$ cat src/rtl/irqp_pkg.sv
package irqp_pkg;
  parameter int PRIO_W = 8;
  parameter int SRC_W  = 24;
  parameter int WORD_W = PRIO_W + SRC_W;

  typedef logic [PRIO_W-1:0] prio_t;
  typedef logic [SRC_W-1:0]  src_t;
  typedef logic [WORD_W-1:0] word_t;

  localparam prio_t PRIO_NONE = '1;

  typedef enum logic [2:0] {
    OPC_SET_PRIO = 3'd0,
    OPC_SET_IPI  = 3'd1,
    OPC_ACCEPT   = 3'd2,
    OPC_EOI      = 3'd3,
    OPC_POLL     = 3'd4
  } opcode_e;

  typedef struct packed {
    prio_t cppr;     // processor priority
    src_t  src;      // pending source, zero = none
    prio_t pend;     // priority of the pending source
    prio_t ipi_req;  // software IPI request level
    logic  owned;    // pending source belongs to the source layer
    logic  line;     // interrupt line
  } pres_state_t;

  function automatic word_t pack_word(prio_t cppr, src_t src);
    return {cppr, src};
  endfunction

  function automatic logic offer_refused(prio_t offer, prio_t cppr,
                                         src_t src, prio_t pend);
    return (offer >= cppr) || ((src != '0) && (pend <= offer));
  endfunction

  function automatic logic ipi_blocked(src_t src, prio_t pend, prio_t req);
    return (src != '0) && (pend <= req);
  endfunction

  function automatic logic prio_drop_clears(prio_t newp, src_t src, prio_t pend);
    return (src != '0) && (newp <= pend);
  endfunction
endpackage

$ cat src/rtl/irqp_op_stage.sv
module irqp_op_stage
  import irqp_pkg::*;
#(
  parameter int IPI_SRC_ID = 2
) (
  input  pres_state_t cur,
  input  logic        op_valid,
  input  logic [2:0]  op_code,
  input  word_t       op_data,
  output pres_state_t nxt,
  output logic        bounce_valid,
  output src_t        bounce_src,
  output logic        resend,
  output logic        eoi_valid,
  output src_t        eoi_src,
  output logic        rd_valid,
  output word_t       rd_word,
  output prio_t       rd_ipi,
  output logic        ipi_fired
);
  localparam src_t IPI_SRC = src_t'(IPI_SRC_ID);

  logic  run_check;
  logic  run_resend;
  prio_t arg;

  assign arg = op_data[PRIO_W-1:0];

  always_comb begin
    nxt          = cur;
    bounce_valid = 1'b0;
    bounce_src   = '0;
    resend       = 1'b0;
    eoi_valid    = 1'b0;
    eoi_src      = '0;
    rd_valid     = 1'b0;
    rd_word      = '0;
    rd_ipi       = '0;
    ipi_fired    = 1'b0;
    run_check    = 1'b0;
    run_resend   = 1'b0;

    if (op_valid) begin
      case (opcode_e'(op_code))
        OPC_SET_PRIO: begin
          nxt.cppr = arg;
          if (arg < cur.cppr) begin
            if (prio_drop_clears(arg, cur.src, cur.pend)) begin
              if (cur.owned) begin
                bounce_valid = 1'b1;
                bounce_src   = cur.src;
              end
              nxt.src   = '0;
              nxt.pend  = PRIO_NONE;
              nxt.owned = 1'b0;
              nxt.line  = 1'b0;
            end
          end else if (cur.src == '0) begin
            run_resend = 1'b1;
          end
        end
        OPC_SET_IPI: begin
          nxt.ipi_req = arg;
          if (arg < cur.cppr) run_check = 1'b1;
        end
        OPC_ACCEPT: begin
          rd_valid  = 1'b1;
          rd_word   = pack_word(cur.cppr, cur.src);
          nxt.cppr  = cur.pend;
          nxt.src   = '0;
          nxt.pend  = PRIO_NONE;
          nxt.owned = 1'b0;
          nxt.line  = 1'b0;
        end
        OPC_EOI: begin
          nxt.cppr  = op_data[WORD_W-1:SRC_W];
          eoi_valid = 1'b1;
          eoi_src   = op_data[SRC_W-1:0];
          if (cur.src == '0) run_resend = 1'b1;
        end
        OPC_POLL: begin
          rd_valid = 1'b1;
          rd_word  = pack_word(cur.cppr, cur.src);
          rd_ipi   = cur.ipi_req;
        end
        default: ;
      endcase
    end

    if (run_resend) begin
      resend = 1'b1;
      if (nxt.ipi_req < nxt.cppr) run_check = 1'b1;
    end

    if (run_check && !ipi_blocked(nxt.src, nxt.pend, nxt.ipi_req)) begin
      if ((nxt.src != '0) && nxt.owned) begin
        bounce_valid = 1'b1;
        bounce_src   = nxt.src;
      end
      nxt.src   = IPI_SRC;
      nxt.pend  = nxt.ipi_req;
      nxt.owned = 1'b0;
      nxt.line  = 1'b1;
      ipi_fired = 1'b1;
    end
  end
endmodule

$ cat src/rtl/irqp_offer_stage.sv
module irqp_offer_stage
  import irqp_pkg::*;
(
  input  pres_state_t cur,
  input  logic        offer_valid,
  input  src_t        offer_src,
  input  prio_t       offer_prio,
  output pres_state_t nxt,
  output logic        bounce_valid,
  output src_t        bounce_src,
  output logic        taken
);
  always_comb begin
    nxt          = cur;
    bounce_valid = 1'b0;
    bounce_src   = '0;
    taken        = 1'b0;
    if (offer_valid) begin
      if (offer_refused(offer_prio, cur.cppr, cur.src, cur.pend)) begin
        bounce_valid = 1'b1;
        bounce_src   = offer_src;
      end else begin
        if ((cur.src != '0) && cur.owned) begin
          bounce_valid = 1'b1;
          bounce_src   = cur.src;
        end
        nxt.src   = offer_src;
        nxt.pend  = offer_prio;
        nxt.owned = 1'b1;
        nxt.line  = 1'b1;
        taken     = 1'b1;
      end
    end
  end
endmodule

$ cat src/rtl/irq_presenter.sv
module irq_presenter
  import irqp_pkg::*;
#(
  parameter int IPI_SRC_ID = 2
) (
  input  logic              clk,
  input  logic              rst_n,
  input  logic              op_valid,
  input  logic [2:0]        op_code,
  input  logic [WORD_W-1:0] op_data,
  input  logic              offer_valid,
  input  logic [SRC_W-1:0]  offer_src,
  input  logic [PRIO_W-1:0] offer_prio,
  output logic              irq_out,
  output logic              rd_valid,
  output logic [WORD_W-1:0] rd_word,
  output logic [PRIO_W-1:0] rd_ipi,
  output logic              op_bounce_valid,
  output logic [SRC_W-1:0]  op_bounce_src,
  output logic              offer_bounce_valid,
  output logic [SRC_W-1:0]  offer_bounce_src,
  output logic              resend_req,
  output logic              eoi_valid,
  output logic [SRC_W-1:0]  eoi_src
);
  pres_state_t state_q, after_op, after_offer;

  logic  op_bv, of_bv, op_rs, op_ev, op_rv, ipi_fired, offer_took;
  src_t  op_bs, of_bs, op_es;
  word_t op_rw;
  prio_t op_ri;

  // named views of the held state for the checker
  prio_t cur_cppr;
  src_t  cur_src;
  prio_t cur_pend;
  assign cur_cppr = state_q.cppr;
  assign cur_src  = state_q.src;
  assign cur_pend = state_q.pend;

  irqp_op_stage #(.IPI_SRC_ID(IPI_SRC_ID)) u_op (
    .cur(state_q), .op_valid(op_valid), .op_code(op_code), .op_data(op_data),
    .nxt(after_op), .bounce_valid(op_bv), .bounce_src(op_bs), .resend(op_rs),
    .eoi_valid(op_ev), .eoi_src(op_es), .rd_valid(op_rv), .rd_word(op_rw),
    .rd_ipi(op_ri), .ipi_fired(ipi_fired)
  );

  irqp_offer_stage u_offer (
    .cur(after_op), .offer_valid(offer_valid), .offer_src(offer_src),
    .offer_prio(offer_prio), .nxt(after_offer), .bounce_valid(of_bv),
    .bounce_src(of_bs), .taken(offer_took)
  );

  always_ff @(posedge clk) begin
    if (!rst_n) begin
      state_q.cppr       <= '0;
      state_q.src        <= '0;
      state_q.pend       <= PRIO_NONE;
      state_q.ipi_req    <= PRIO_NONE;
      state_q.owned      <= 1'b0;
      state_q.line       <= 1'b0;
      rd_valid           <= 1'b0;
      rd_word            <= '0;
      rd_ipi             <= '0;
      op_bounce_valid    <= 1'b0;
      op_bounce_src      <= '0;
      offer_bounce_valid <= 1'b0;
      offer_bounce_src   <= '0;
      resend_req         <= 1'b0;
      eoi_valid          <= 1'b0;
      eoi_src            <= '0;
    end else begin
      state_q            <= after_offer;
      rd_valid           <= op_rv;
      rd_word            <= op_rw;
      rd_ipi             <= op_ri;
      op_bounce_valid    <= op_bv;
      op_bounce_src      <= op_bs;
      offer_bounce_valid <= of_bv;
      offer_bounce_src   <= of_bs;
      resend_req         <= op_rs;
      eoi_valid          <= op_ev;
      eoi_src            <= op_es;
    end
  end

  assign irq_out = state_q.line;
endmodule

$ cat config.mk
export PLATFORM = sky130hd
export DESIGN_NAME = irq_presenter
export DESIGN_NICKNAME = d
export VERILOG_FILES = /design/src/rtl/irqp_pkg.sv /design/src/rtl/irqp_op_stage.sv /design/src/rtl/irqp_offer_stage.sv /design/src/rtl/irq_presenter.sv
export SDC_FILE = /design/constraint.sdc
export NUM_CORES = 1
export LEC_CHECK = 0
export ABC_AREA = 1
export CORE_ASPECT_RATIO = 1.5
export CORE_MARGIN = 5
export CORE_UTILIZATION = 28
export CTS_BUF_LIST = sky130_fd_sc_hd__clkbuf_4 sky130_fd_sc_hd__clkbuf_8
export CTS_CLUSTER_DIAMETER = 60
export DETAILED_ROUTE_END_ITERATION = 10
export PLACE_DENSITY_LB_ADDON = 0.25
export SLEW_MARGIN = 20
export SYNTH_ARGS = -nofsm -noshare
export SYNTH_HDL_FRONTEND = slang
export SYNTH_SLANG_ARGS = --single-unit
$ cat constraint.sdc
create_clock -name clk -period 6.75 [get_ports clk]
set_input_delay 1.6875 -clock clk [delete_from_list [all_inputs] [get_ports clk]]
set_output_delay 1.6875 -clock clk [all_outputs]
set_load 0.01 [all_outputs]
# Yosys cells after proc, flatten, opt, wreduce, memory -nomap -nowiden
# Cells that the tools add are included.
word_totals:
  reg_bits: 167
  in_bits: 71
  output_inout_bits: 118
  word_cells: 90
classes:
  magnitude_cmp: 6
  n_eq_ne: 4
  muxes: 45
  reduce_logical: 19
op_table:
  columns: ["op", "count"]
  rows:
  - ["$mux W24", 9]
  - ["$mux W32", 5]
  - ["$reduce_bool A24 Y1", 3]
  - ["$pmux W32 S2", 1]
  - ["$mux W50", 1]
  - ["$le A8 B8 Y1", 3]
  - ["$logic_not A24 Y1", 1]
  - ["$pmux W8 S3", 1]
  - ["$mux W1", 20]
  - ["$lt A8 B8 Y1", 2]
  - ["$mux W2", 5]
  - ["$reduce_and A3 Y1", 3]
  - ["$ge A8 B8 Y1", 1]
  - ["$mux W8", 1]
  - ["$eq A3 B2 Y1 const B", 2]
  - ["$logic_and A1 B1 Y1", 6]
  - ["$pmux W2 S2", 1]
  - ["$reduce_and A2 Y1", 2]
  - ["$eq A3 B1 Y1 const B", 1]
  - ["$eq A3 B3 Y1 const B", 1]
  - ["$logic_not A3 Y1", 1]
  - ["$pmux W1 S2", 1]
  - ["$reduce_or A2 Y1", 1]
  - ["$logic_not A1 Y1", 1]
  - ["$logic_or A1 B1 Y1", 1]

# Longest topological paths before layout
# Gate-level depths: netlist of run 1.
depth:
  word_depth: 16
  depth_mapped: 42
  mapped_depth_nobuf: 39

# Modules after synthesis
# A second synthesis of run 1 with hierarchy kept.
hier_totals:
  hier_cells: 1365
  area_unflattened_um2: 8893.5
modules_own_cells:
  columns: ["module", "n_inst", "cells_each", "area_each_um2"]
  rows:
  - ["irq_presenter", 1, 520, 4774.6]
  - ["irqp_op_stage", 1, 493, 2399.8]
  - ["irqp_offer_stage", 1, 352, 1719.1]

# Worst setup path before layout of run 1
# OpenSTA, ideal clock, no wires.
synth_timing:
  path_kind: "in2reg"
  from: "input port op_data[5]"
  to: "register state_q (netlist bit cur_pend[1])"
  setup_ns: 0.134
  t_arrival_ns: 5.829
  slack_ns: 0.788
  stages: 31
  path_buffers: 5
  path_cell_list: "ha_1 a21o_1 nand3_1 nand2_1 a21oi_2 nand3_1 nand2_1 nand2_2 buf_6 inv_1 clkbuf_1 nor2_1 ha_1 nand2_1 o41ai_1 nand2_1 nand2_2 buf_2 nand3_1 and2_1 ha_1 nand2_1 o21a_1 o221ai_1 o21ai_0 nand2_2 nand3_2 buf_6 buf_2 nand3_1 nand3_1"
synth_via:
  elab_chain_cells: 16
synth_rtl:
  columns: ["item", "line_no", "source"]
  rows:
  - ["from (decl)", "irq_presenter.sv:10", "input logic [WORD_W-1:0] op_data,"]
  - ["$le A8 B8 Y1", "irqp_pkg.sv:43", "return (src != '0) && (newp <= pend);"]
  - ["$logic_and A1 B1 Y1", "irqp_pkg.sv:43", null]
  - ["$mux W32", "irqp_op_stage.sv:48", "if (prio_drop_clears(arg, cur.src, cur.pend)) begin"]
  - ["$mux W32", "irqp_op_stage.sv:47", "if (arg < cur.cppr) begin"]
  - ["$pmux W32 S2", "irqp_op_stage.sv:44", "case (opcode_e'(op_code))"]
  - ["$mux W50", "irqp_op_stage.sv:43", "if (op_valid) begin"]
  - ["$le A8 B8 Y1 or $reduce_bool A24 Y1 (tied branches)", "irqp_pkg.sv:39", "return (src != '0) && (pend <= req);"]
  - ["$logic_and A1 B1 Y1", "irqp_pkg.sv:39", null]
  - ["$logic_not A1 Y1", "irqp_op_stage.sv:95", "if (run_check && !ipi_blocked(nxt.src, nxt.pend, nxt.ipi_req)) begin"]
  - ["$logic_and A1 B1 Y1", "irqp_op_stage.sv:95", null]
  - ["$mux W32", "irqp_op_stage.sv:95", null]
  - ["$le A8 B8 Y1 or $reduce_bool A24 Y1 (tied branches)", "irqp_pkg.sv:35", "return (offer >= cppr) || ((src != '0) && (pend <= offer));"]
  - ["$logic_and A1 B1 Y1", "irqp_pkg.sv:35", null]
  - ["$logic_or A1 B1 Y1", "irqp_pkg.sv:35", null]
  - ["$mux W32", "irqp_offer_stage.sv:19", "if (offer_refused(offer_prio, cur.cppr, cur.src, cur.pend)) begin"]
  - ["$mux W32 *", "irqp_offer_stage.sv:18", "if (offer_valid) begin"]
  - ["to (signal assigned)", "irq_presenter.sv:73", "state_q <= after_offer;"]
  - ["to (decl)", "irq_presenter.sv:26", "pres_state_t state_q, after_op, after_offer;"]
# Every way passes the cells marked *; elsewhere a longest branch is shown, timed or not.
# A chain may end at the register's enable or synchronous reset.

# Final worst setup path of run 1
layout_timing:
  from: "input port op_data[1]"
  to: "register state_q (netlist bit cur_pend[7])"
# The elaborated chain is that of the path after synthesis.

==> results of run 1 <==
## synth_stat cells, drive strengths merged
library cell  instances  area, µm²
a21boi                1      7.510
nor2                193      724.4
and2                  7      43.79
buf                  16      118.9
o221ai                1      8.760
o21ai                81      409.2
or2                   2      12.51
a21oi                21      108.9
o211ai                1      7.510
o22ai                 7      43.79
clkinv                3      11.26
o41ai                 3      26.28
nand3                34      175.2
clkbuf               17      65.06
ha                   46      575.6
inv                 141      529.3
dfxtp               167       3343
o21a                  3      22.52
nor3                  1      5.000
a21o                  3      22.52
a31oi                 1      6.260
a211oi                1      7.510
nand2               179      694.4
nand4                10      62.56
## cell families after synthesis
| family | synth area share |
|---|---|
| simple gates | 0.2443 |
| buf+inv | 0.1030 |
| fa+ha+maj | 0.08185 |
| flops | 0.4754 |
| compound gates | 0.09538 |
## critical path: cells and delay by family
family	cells	cell delay (ps)
AND/OR/NAND/NOR	18	1870
AO/OA/AOI/OAI	8	1160
buffers and inverters	4	1100
adder cells (fa/ha/maj)	3	750
## cell type report
| type | instances | area (µm²) | share of cell area |
|---|---|---|---|
| timing repair buffer | 210 | 2072 | 0.2125 |
| inverter | 144 | 544.3 | 0.05581 |
| tap | 328 | 410.4 | 0.04208 |
| multi-input combinational | 595 | 2973 | 0.3048 |
| clock buffer | 19 | 255.2 | 0.02617 |
| sequential | 167 | 3343 | 0.3428 |
| clock inverter | 13 | 153.9 | 0.01578 |
## power by group
| group | switching (mW) | internal [mW] |
|---|---|---|
| combinational | 0.290 | 0.209 |
| sequential | 0.0200 | 1.03 |
| clock | 0.410 | 0.355 |
| total | 0.720 | 1.60 |
## through the flow
step	hold WS, ps	setup slack, ps
5_1_grt	465.9	27.75
4_1_cts	440.6	494.3
3_3_place_gp	424.7	79.49
6_report	441.2	565.7
2_1_floorplan	416.0	787.7
3_5_place_dp	427.1	-0.6337
## flip-flops by register name, summed over array words and instances, names as in the netlist
register	cells
cur_cppr	8
cur_src	24
eoi_valid	1
offer_bounce_valid	1
rd_ipi	8
irq_out	1
rd_word	32
resend_req	1
op_bounce_valid	1
cur_pend	8
rd_valid	1
op_bounce_src	24
state_q	9
eoi_src	24
offer_bounce_src	24
## per-layer routing
layer  up-vias  GRT usage  wire length (µm)
met4         0    0.06993               715
met5         -          0                 0
met2       184     0.2870             11600
li1       3306          -                 -
met1      2840     0.1619              8529
met3        35    0.03605              1087
## repair_timing
action	in CTS	in global routing
gates resized for setup	0	2
setup endpoints to repair	0	18
buffers inserted	0	0
hold buffers	0	0
## worst max-delay path by stage
stage	startpoint	to	slack, ps
floorplan	op_data[5]	cur_pend[1]	790
global placement	op_data[1]	offer_bounce_src[16]	80
detailed placement	op_data[1]	offer_bounce_src[16]	-0.6
CTS	op_data[1]	offer_bounce_src[16]	490
global route	op_data[1]	cur_src[7]	30
finish	op_data[1]	cur_pend[7]	570
==> results.sh, run 1 <==
export IMPL_status="finished clean"
export IMPL_gp_congestion=0.8222
export IMPL_antenna_left=0
export IMPL_hold_path_class="reg2reg"
export IMPL_drt_pass1_iterations=6
export IMPL_fin_area_um2=9752
export IMPL_cp_max_fo=13
export IMPL_boundaryPins=189
export IMPL_grt_pass1_vias=6206
export IMPL_instances_no_fill=1476
export IMPL_place_area_um2=9330
export IMPL_power_per_cell_area_nw_per_um2=237.7
export IMPL_ys_seq_elements=167
export IMPL_wl_mm=21.93
export IMPL_fin_util=0.3907
export IMPL_critical_path_max_stage_delay_ps=600
export IMPL_vias=6365
export IMPL_power_mw=2.318
export IMPL_fillers=2619
export IMPL_regToRegEndpoint="cur_pend[7]"
export IMPL_p_leak_nw=4.418
export IMPL_reg2reg_slack_ps=1950
export IMPL_syn_nets=1056
export IMPL_rows=71
export IMPL_layout_commonest_cell="nor2_1"
export IMPL_dp_cells=1444
export IMPL_slew_limit_headroom=0.4779
export IMPL_start_util=0.2817
export IMPL_syn2layout_area_growth_pct=38.68
export IMPL_cts_made_buffers=17
export IMPL_drtIter0Drc=273
export IMPL_drv_slew=0
export IMPL_seq_area_frac_synth=0.4754
export IMPL_finalSetupTns_ps=0
export IMPL_clkSinkCount=167
export IMPL_insertion_delay_ps=480
export IMPL_nets=1252
export IMPL_cp_end_kind="flip-flop"
export IMPL_whs_endpoint="rd_ipi[0]"
export IMPL_yosysWarnings=0
export IMPL_fmax_mhz=161.7
export IMPL_tritoncts="yes"
export IMPL_worstHoldPathCells=2
export IMPL_ff2ff_path_depth=33
export IMPL_diodes=0
export IMPL_final_cell_mix="nor2_1 (193), clkdlybuf4s50_1 (188), nand2_1 (172), dfxtp_1 (167), inv_1 (137)"
export IMPL_die_width_um=139.4
export IMPL_synthesis_instances=939
export IMPL_ys_types=35
export IMPL_peakVddDrop_v=0.0001256
export IMPL_worstSetupPathType="in2reg"
export IMPL_dp_hpwl_mm=16.69
export IMPL_wire_per_inst_um=14.86
export IMPL_min_period_ps=6184
export IMPL_drv_cap=0
export IMPL_r2r_start="cur_cppr[3]"
export IMPL_port_buffers=188
export IMPL_finalSetupViolations=0
export IMPL_syn_cell_area_um2=7032
export IMPL_drive_gt1_frac=0.06185
export IMPL_start_kind="primary input"
export IMPL_core_um2=24960
export IMPL_crit_arrival_ps=6540
export IMPL_tightest_slew_ps=782.2
export IMPL_antenna_found_initial=0
export IMPL_die_area_um2=28450
export IMPL_cts_max_level=4
export IMPL_grt_ovfl_total=0
export IMPL_clk_path_buf_depth=2
export IMPL_drc_errors=0
export IMPL_rsz0062_at_grt="false"
export IMPL_syn_avg_cell_area_um2=7.489
export IMPL_grt_max_degree=48
export IMPL_grt_usage=0.1536
export IMPL_grt_pass1_wl_mm=33.89
export IMPL_final_hold_viol_count=0
export IMPL_cts_root_buffer="clkbuf_8"
export IMPL_hold_start="state_q[2]"
export IMPL_clk_pin_slew_ps=100
export IMPL_period_share=0.9162
export IMPL_viasPerCell=4.312
export IMPL_worst_path_most_repeated_cell="nand2_1"
export IMPL_skew_ps=16.81
export IMPL_crit_slowest_cell="clkdlybuf4s50_1"
export IMPL_required_ps=7100
export IMPL_dieHeight_um=204.1
(Power assumes the default switching activity.)
==> inputs of run 2 (changes only) <==
- CORE_ASPECT_RATIO: 1.5 -> default
- HOLD_SLACK_MARGIN: default -> 0.12
==> results.sh, run 2 (synthesis gave the netlist of run 1 again) <==
export IMPL_worst_path_most_repeated_cell="nand2_1"
export IMPL_drv_slew=0
export IMPL_grt_max_degree=45
export IMPL_cts_made_buffers=17
export IMPL_drtIter0Drc=391
export IMPL_start_util=0.2817
export IMPL_fmax_mhz=162.3
export IMPL_vias=6370
export IMPL_cts_max_level=4
export IMPL_critical_path_max_stage_delay_ps=520
export IMPL_power_per_cell_area_nw_per_um2=232.3
export IMPL_die_area_um2=28380
export IMPL_rows=58
export IMPL_dieHeight_um=168.5
export IMPL_drive_gt1_frac=0.06667
export IMPL_cts_root_buffer="clkbuf_8"
export IMPL_r2r_start="cur_pend[7]"
export IMPL_boundaryPins=189
export IMPL_drc_errors=0
export IMPL_skew_ps=10.13
export IMPL_hold_path_class="reg2reg"
export IMPL_grtUsageMet2=0.2488
export IMPL_ctsResizeCount=0
export IMPL_grtUsageMet3=0.03830
export IMPL_layout_commonest_cell="nor2_1"
export IMPL_p_clk_frac=0.313
export IMPL_sw_frac_of_total=0.3158
export IMPL_p_comb_frac=0.223
export IMPL_crit_arrival_ps=6550
export IMPL_grt_usage=0.1553
export IMPL_antenna_left=0
export IMPL_fin_util=0.3914
export IMPL_clk_path_buf_depth=2
export IMPL_peakVddDrop_v=0.00009989
export IMPL_dp_hpwl_mm=17.19
export IMPL_p_leak_nw=4.434
export IMPL_grt_pass1_vias=6189
export IMPL_final_hold_viol_count=0
export IMPL_port_buffers=188
export IMPL_grt_ovfl_total=0
export IMPL_seq_power_share=0.464
export IMPL_final_cell_mix="nor2_1 (193), clkdlybuf4s50_1 (188), nand2_1 (172), dfxtp_1 (167), inv_1 (137)"
export IMPL_fillers=2591
export IMPL_die_width_um=168.5
export IMPL_top_register="rd_word"
export IMPL_intPower_mw=1.553
export IMPL_seq_area_um2=3343
export IMPL_post_cts_buffers=0
export IMPL_hold_start="state_q[6]"
export IMPL_diodes=0
export IMPL_cp_end_kind="flip-flop"
export IMPL_rsz0062_at_grt="false"
export IMPL_clk_pin_slew_ps=100
export IMPL_busiest_layer="met2"
export IMPL_core_um2=24960
export IMPL_met1_usage=0.2098
export IMPL_crit_slowest_cell="clkdlybuf4s50_1"
export IMPL_period_share=0.9130
export IMPL_insertion_delay_ps=450
export IMPL_multi_input_area_um2=2964
export IMPL_finalSetupTns_ps=0
export IMPL_syn2layout_area_growth_pct=38.97
export IMPL_start_kind="primary input"
export IMPL_slew_limit_headroom=0.5173
export IMPL_viasPerCell=4.290
export IMPL_status="finished clean"
export IMPL_finalSetupViolations=0
export IMPL_worstSetupPathType="in2reg"
export IMPL_crit_start="op_data[5]"
export IMPL_nets=1259
export IMPL_wire_per_inst_um=14.93
export IMPL_tritoncts="yes"
export IMPL_holdWs_ps=451.6
export IMPL_min_period_ps=6163
export IMPL_cts_hold_buf=0
export IMPL_tightest_slew_ps=723.2
export IMPL_antenna_found_initial=1
export IMPL_wl_mm=22.17
export IMPL_largest_reg_flops=32
export IMPL_gp_congestion=0.8898
export IMPL_grt_pass1_wl_mm=34.52
export IMPL_power_switching_uw=716.8
export IMPL_required_ps=7140
export IMPL_drv_cap=0
export IMPL_drt_pass1_iterations=5
export IMPL_clkSinkCount=167
export IMPL_cp_max_fo=25
## run 2: area by class of cell
type | instances | area share
Sequential cell | 167 | 0.3421
Multi-Input combinational cell | 595 | 0.3033
Clock buffer | 18 | 0.02471
Timing Repair Buffer | 217 | 0.2174
Inverter | 144 | 0.05531
Tap cell | 330 | 0.04225
Clock inverter | 14 | 0.01485
## run 2: worst max-delay path, delay by kind of cell
| kind | cells | cell delay [ps] |
|---|---|---|
| and+or+nand+nor | 18 | 2110 |
| AOI/OAI and AO/OA | 8 | 1090 |
| buffers and inverters | 3 | 830 |
| adders and majority gates | 3 | 830 |
## run 2: final timing paths
check,to,slack [ps],cells past startpoint
max,offer_bounce_src[0],590,32
min,rd_ipi[4],450,2
max reg2reg,offer_bounce_src[0],1970,33
min reg2reg,rd_ipi[4],450,2
## run 2: power groups by stage
stage | clock network (mW) | registers (mW) | logic, mW
finish | 0.711 | 1.05 | 0.506
global route | 0.783 | 1.06 | 0.570
CTS | 0.741 | 1.05 | 0.510
detailed placement | 0 | 1.08 | 0.506
global placement | 0 | 1.08 | 0.501
floorplan | 0 | 1.08 | 0.296
## run 2: layer usage
| layer | routed length (µm) | up-vias |
|---|---|---|
| met3 | 1313 | 21 |
| li1 | - | 3326 |
| met2 | 10110 | 178 |
| met4 | 276 | 2 |
| met1 | 10460 | 2843 |
| met5 | 13 | - |
## run 2: stage by stage
step                total power, mW  area [µm²]  instances  setup slack [ps]
finish                        2.270        9772       1485             586.9
global route                  2.412        9772       1485             84.88
CTS                           2.305        9772       1485             685.8
detailed placement            1.583        9385       1453             174.8
global placement              1.579        9385       1453             283.8
floorplan                     1.378        7032        939             787.7
==> inputs of run 3 (changes only) <==
- CORE_UTILIZATION: 28 -> 35
- REMOVE_ABC_BUFFERS: default -> 1
- TNS_END_PERCENT: default -> 20
==> results.sh, run 3 (synthesis gave the netlist of run 1 again) <==
export IMPL_status="finished clean"
export IMPL_p_leak_nw=4.390
export IMPL_vias=6357
export IMPL_dieHeight_um=151.7
export IMPL_core_um2=19650
export IMPL_antenna_found_initial=0
export IMPL_port_buffers=188
export IMPL_diodes=0
export IMPL_crit_family="simple AND/OR/NAND/NOR gates"
export IMPL_largest_reg_flops=32
export IMPL_antenna_left=0
export IMPL_peakVddDrop_v=0.0001262
export IMPL_power_per_cell_area_nw_per_um2=231.7
export IMPL_worst_path_most_repeated_cell="nand2_1"
export IMPL_drive_gt1_frac=0.06016
export IMPL_insertion_delay_ps=450
export IMPL_cts_made_buffers=17
export IMPL_final_cell_mix="nor2_1 (193), clkdlybuf4s50_1 (188), nand2_1 (172), dfxtp_1 (167), inv_1 (137)"
export IMPL_seq_area_um2=3343
export IMPL_cts_max_level=4
export IMPL_clkSinkCount=167
export IMPL_crit_start="op_data[5]"
export IMPL_skew_ps=11.78
export IMPL_boundaryPins=189
export IMPL_wl_mm=20.47
export IMPL_nets=1252
export IMPL_syn2layout_area_growth_pct=36.71
export IMPL_hold_path_class="reg2reg"
export IMPL_place_area_um2=9239
export IMPL_clk_path_buf_depth=2
export IMPL_drt_pass1_iterations=5
export IMPL_final_hold_viol_count=0
export IMPL_dp_slack_ps=189.5
export IMPL_die_area_um2=23030
export IMPL_finalSetupTns_ps=0
export IMPL_start_kind="primary input"
export IMPL_drc_errors=0
export IMPL_hold_start="state_q[6]"
export IMPL_clk_pin_slew_ps=90
export IMPL_crit_arrival_ps=6530
export IMPL_grt_ovfl_total=0
export IMPL_critical_path_max_stage_delay_ps=490
export IMPL_finalSetupViolations=0
export IMPL_slew_limit_headroom=0.4759
export IMPL_die_width_um=151.7
export IMPL_drv_cap=0
export IMPL_crit_slowest_cell="clkdlybuf4s50_1"
export IMPL_layout_commonest_cell="nor2_1"
export IMPL_fillers=1974
export IMPL_rows=51
export IMPL_grt_pass1_wl_mm=31.78
export IMPL_dp_hpwl_mm=15.65
export IMPL_post_cts_buffers=0
export IMPL_grt_pass1_vias=6242
export IMPL_r2r_start="cur_pend[1]"
export IMPL_cts_root_buffer="clkbuf_8"
export IMPL_tritoncts="yes"
export IMPL_gp_congestion=0.8804
export IMPL_grt_usage=0.1775
export IMPL_multi_input_area_um2=2964
export IMPL_grt_max_degree=32
export IMPL_fmax_mhz=162.5
export IMPL_cp_num_buf_inv=3
export IMPL_drtIter0Drc=345
export IMPL_top_register="rd_word"
export IMPL_fin_area_um2=9613
export IMPL_holdWs_ps=440.1
export IMPL_min_period_ps=6154
export IMPL_wire_per_inst_um=14.50
export IMPL_ctsResizeCount=0
export IMPL_required_ps=7120
export IMPL_tightest_slew_ps=785.3
export IMPL_worstSetupPathType="in2reg"
export IMPL_period_share=0.9118
export IMPL_cts_hold_buf=0
export IMPL_reg2reg_slack_ps=1980
export IMPL_start_util=0.3578
export IMPL_dp_cells=1381
export IMPL_drv_slew=0
export IMPL_instances_no_fill=1412
export IMPL_fin_ws_ps=595.6
export IMPL_cp_max_fo=25
export IMPL_cp_end_kind="flip-flop"
export IMPL_rsz0062_at_grt="false"
export IMPL_viasPerCell=4.502
-- run 3: through the flow --
| step | power, mW | utilization |
|---|---|---|
| finish | 2.228 | 0.4891 |
| global route | 2.362 | 0.4891 |
| CTS | 2.248 | 0.4891 |
| detailed placement | 1.564 | 0.4701 |
| global placement | 1.559 | 0.4701 |
| floorplan | 1.362 | - |
-- run 3: metal layers --
layer / GRT usage / wire length, µm / up-vias
met2: 0.2987 / 9541 / 189
li1: - / - / 3313
met4: 0.04717 / 226 / 0
met3: 0.04372 / 1510 / 15
met5: 0 / 0 / -
met1: 0.2279 / 9193 / 2840
-- run 3: path summary, 6_finish.rpt --
| kind | endpoint | cells after the start |
|---|---|---|
| min | rd_ipi[4] | 2 |
| max | offer_bounce_src[1] | 32 |
| min reg2reg | rd_ipi[4] | 2 |
| max reg2reg | offer_bounce_src[1] | 35 |
-- run 3: tightest hold or removal path, delay by kind of cell (launching register included) --
kind                   cells  cell delay, ps
and+or+nand+nor            1              40
buffers and inverters      1              60
DFF                        1             310
-- run 3: area by class of cell --
type                       count  share of cell area
sequential                   167              0.3478
tap                          265             0.03449
inverter                     144             0.05623
clock buffer                  19             0.02655
clock inverter                12             0.01236
multi-input combinational    595              0.3083
timing repair buffer         210              0.2142
-- run 3: power by group --
part           switching, mW  internal [mW]  leakage, nW
registers             0.0193           1.03         1.36
clock network          0.378          0.310        0.188
logic                  0.282          0.205         2.85
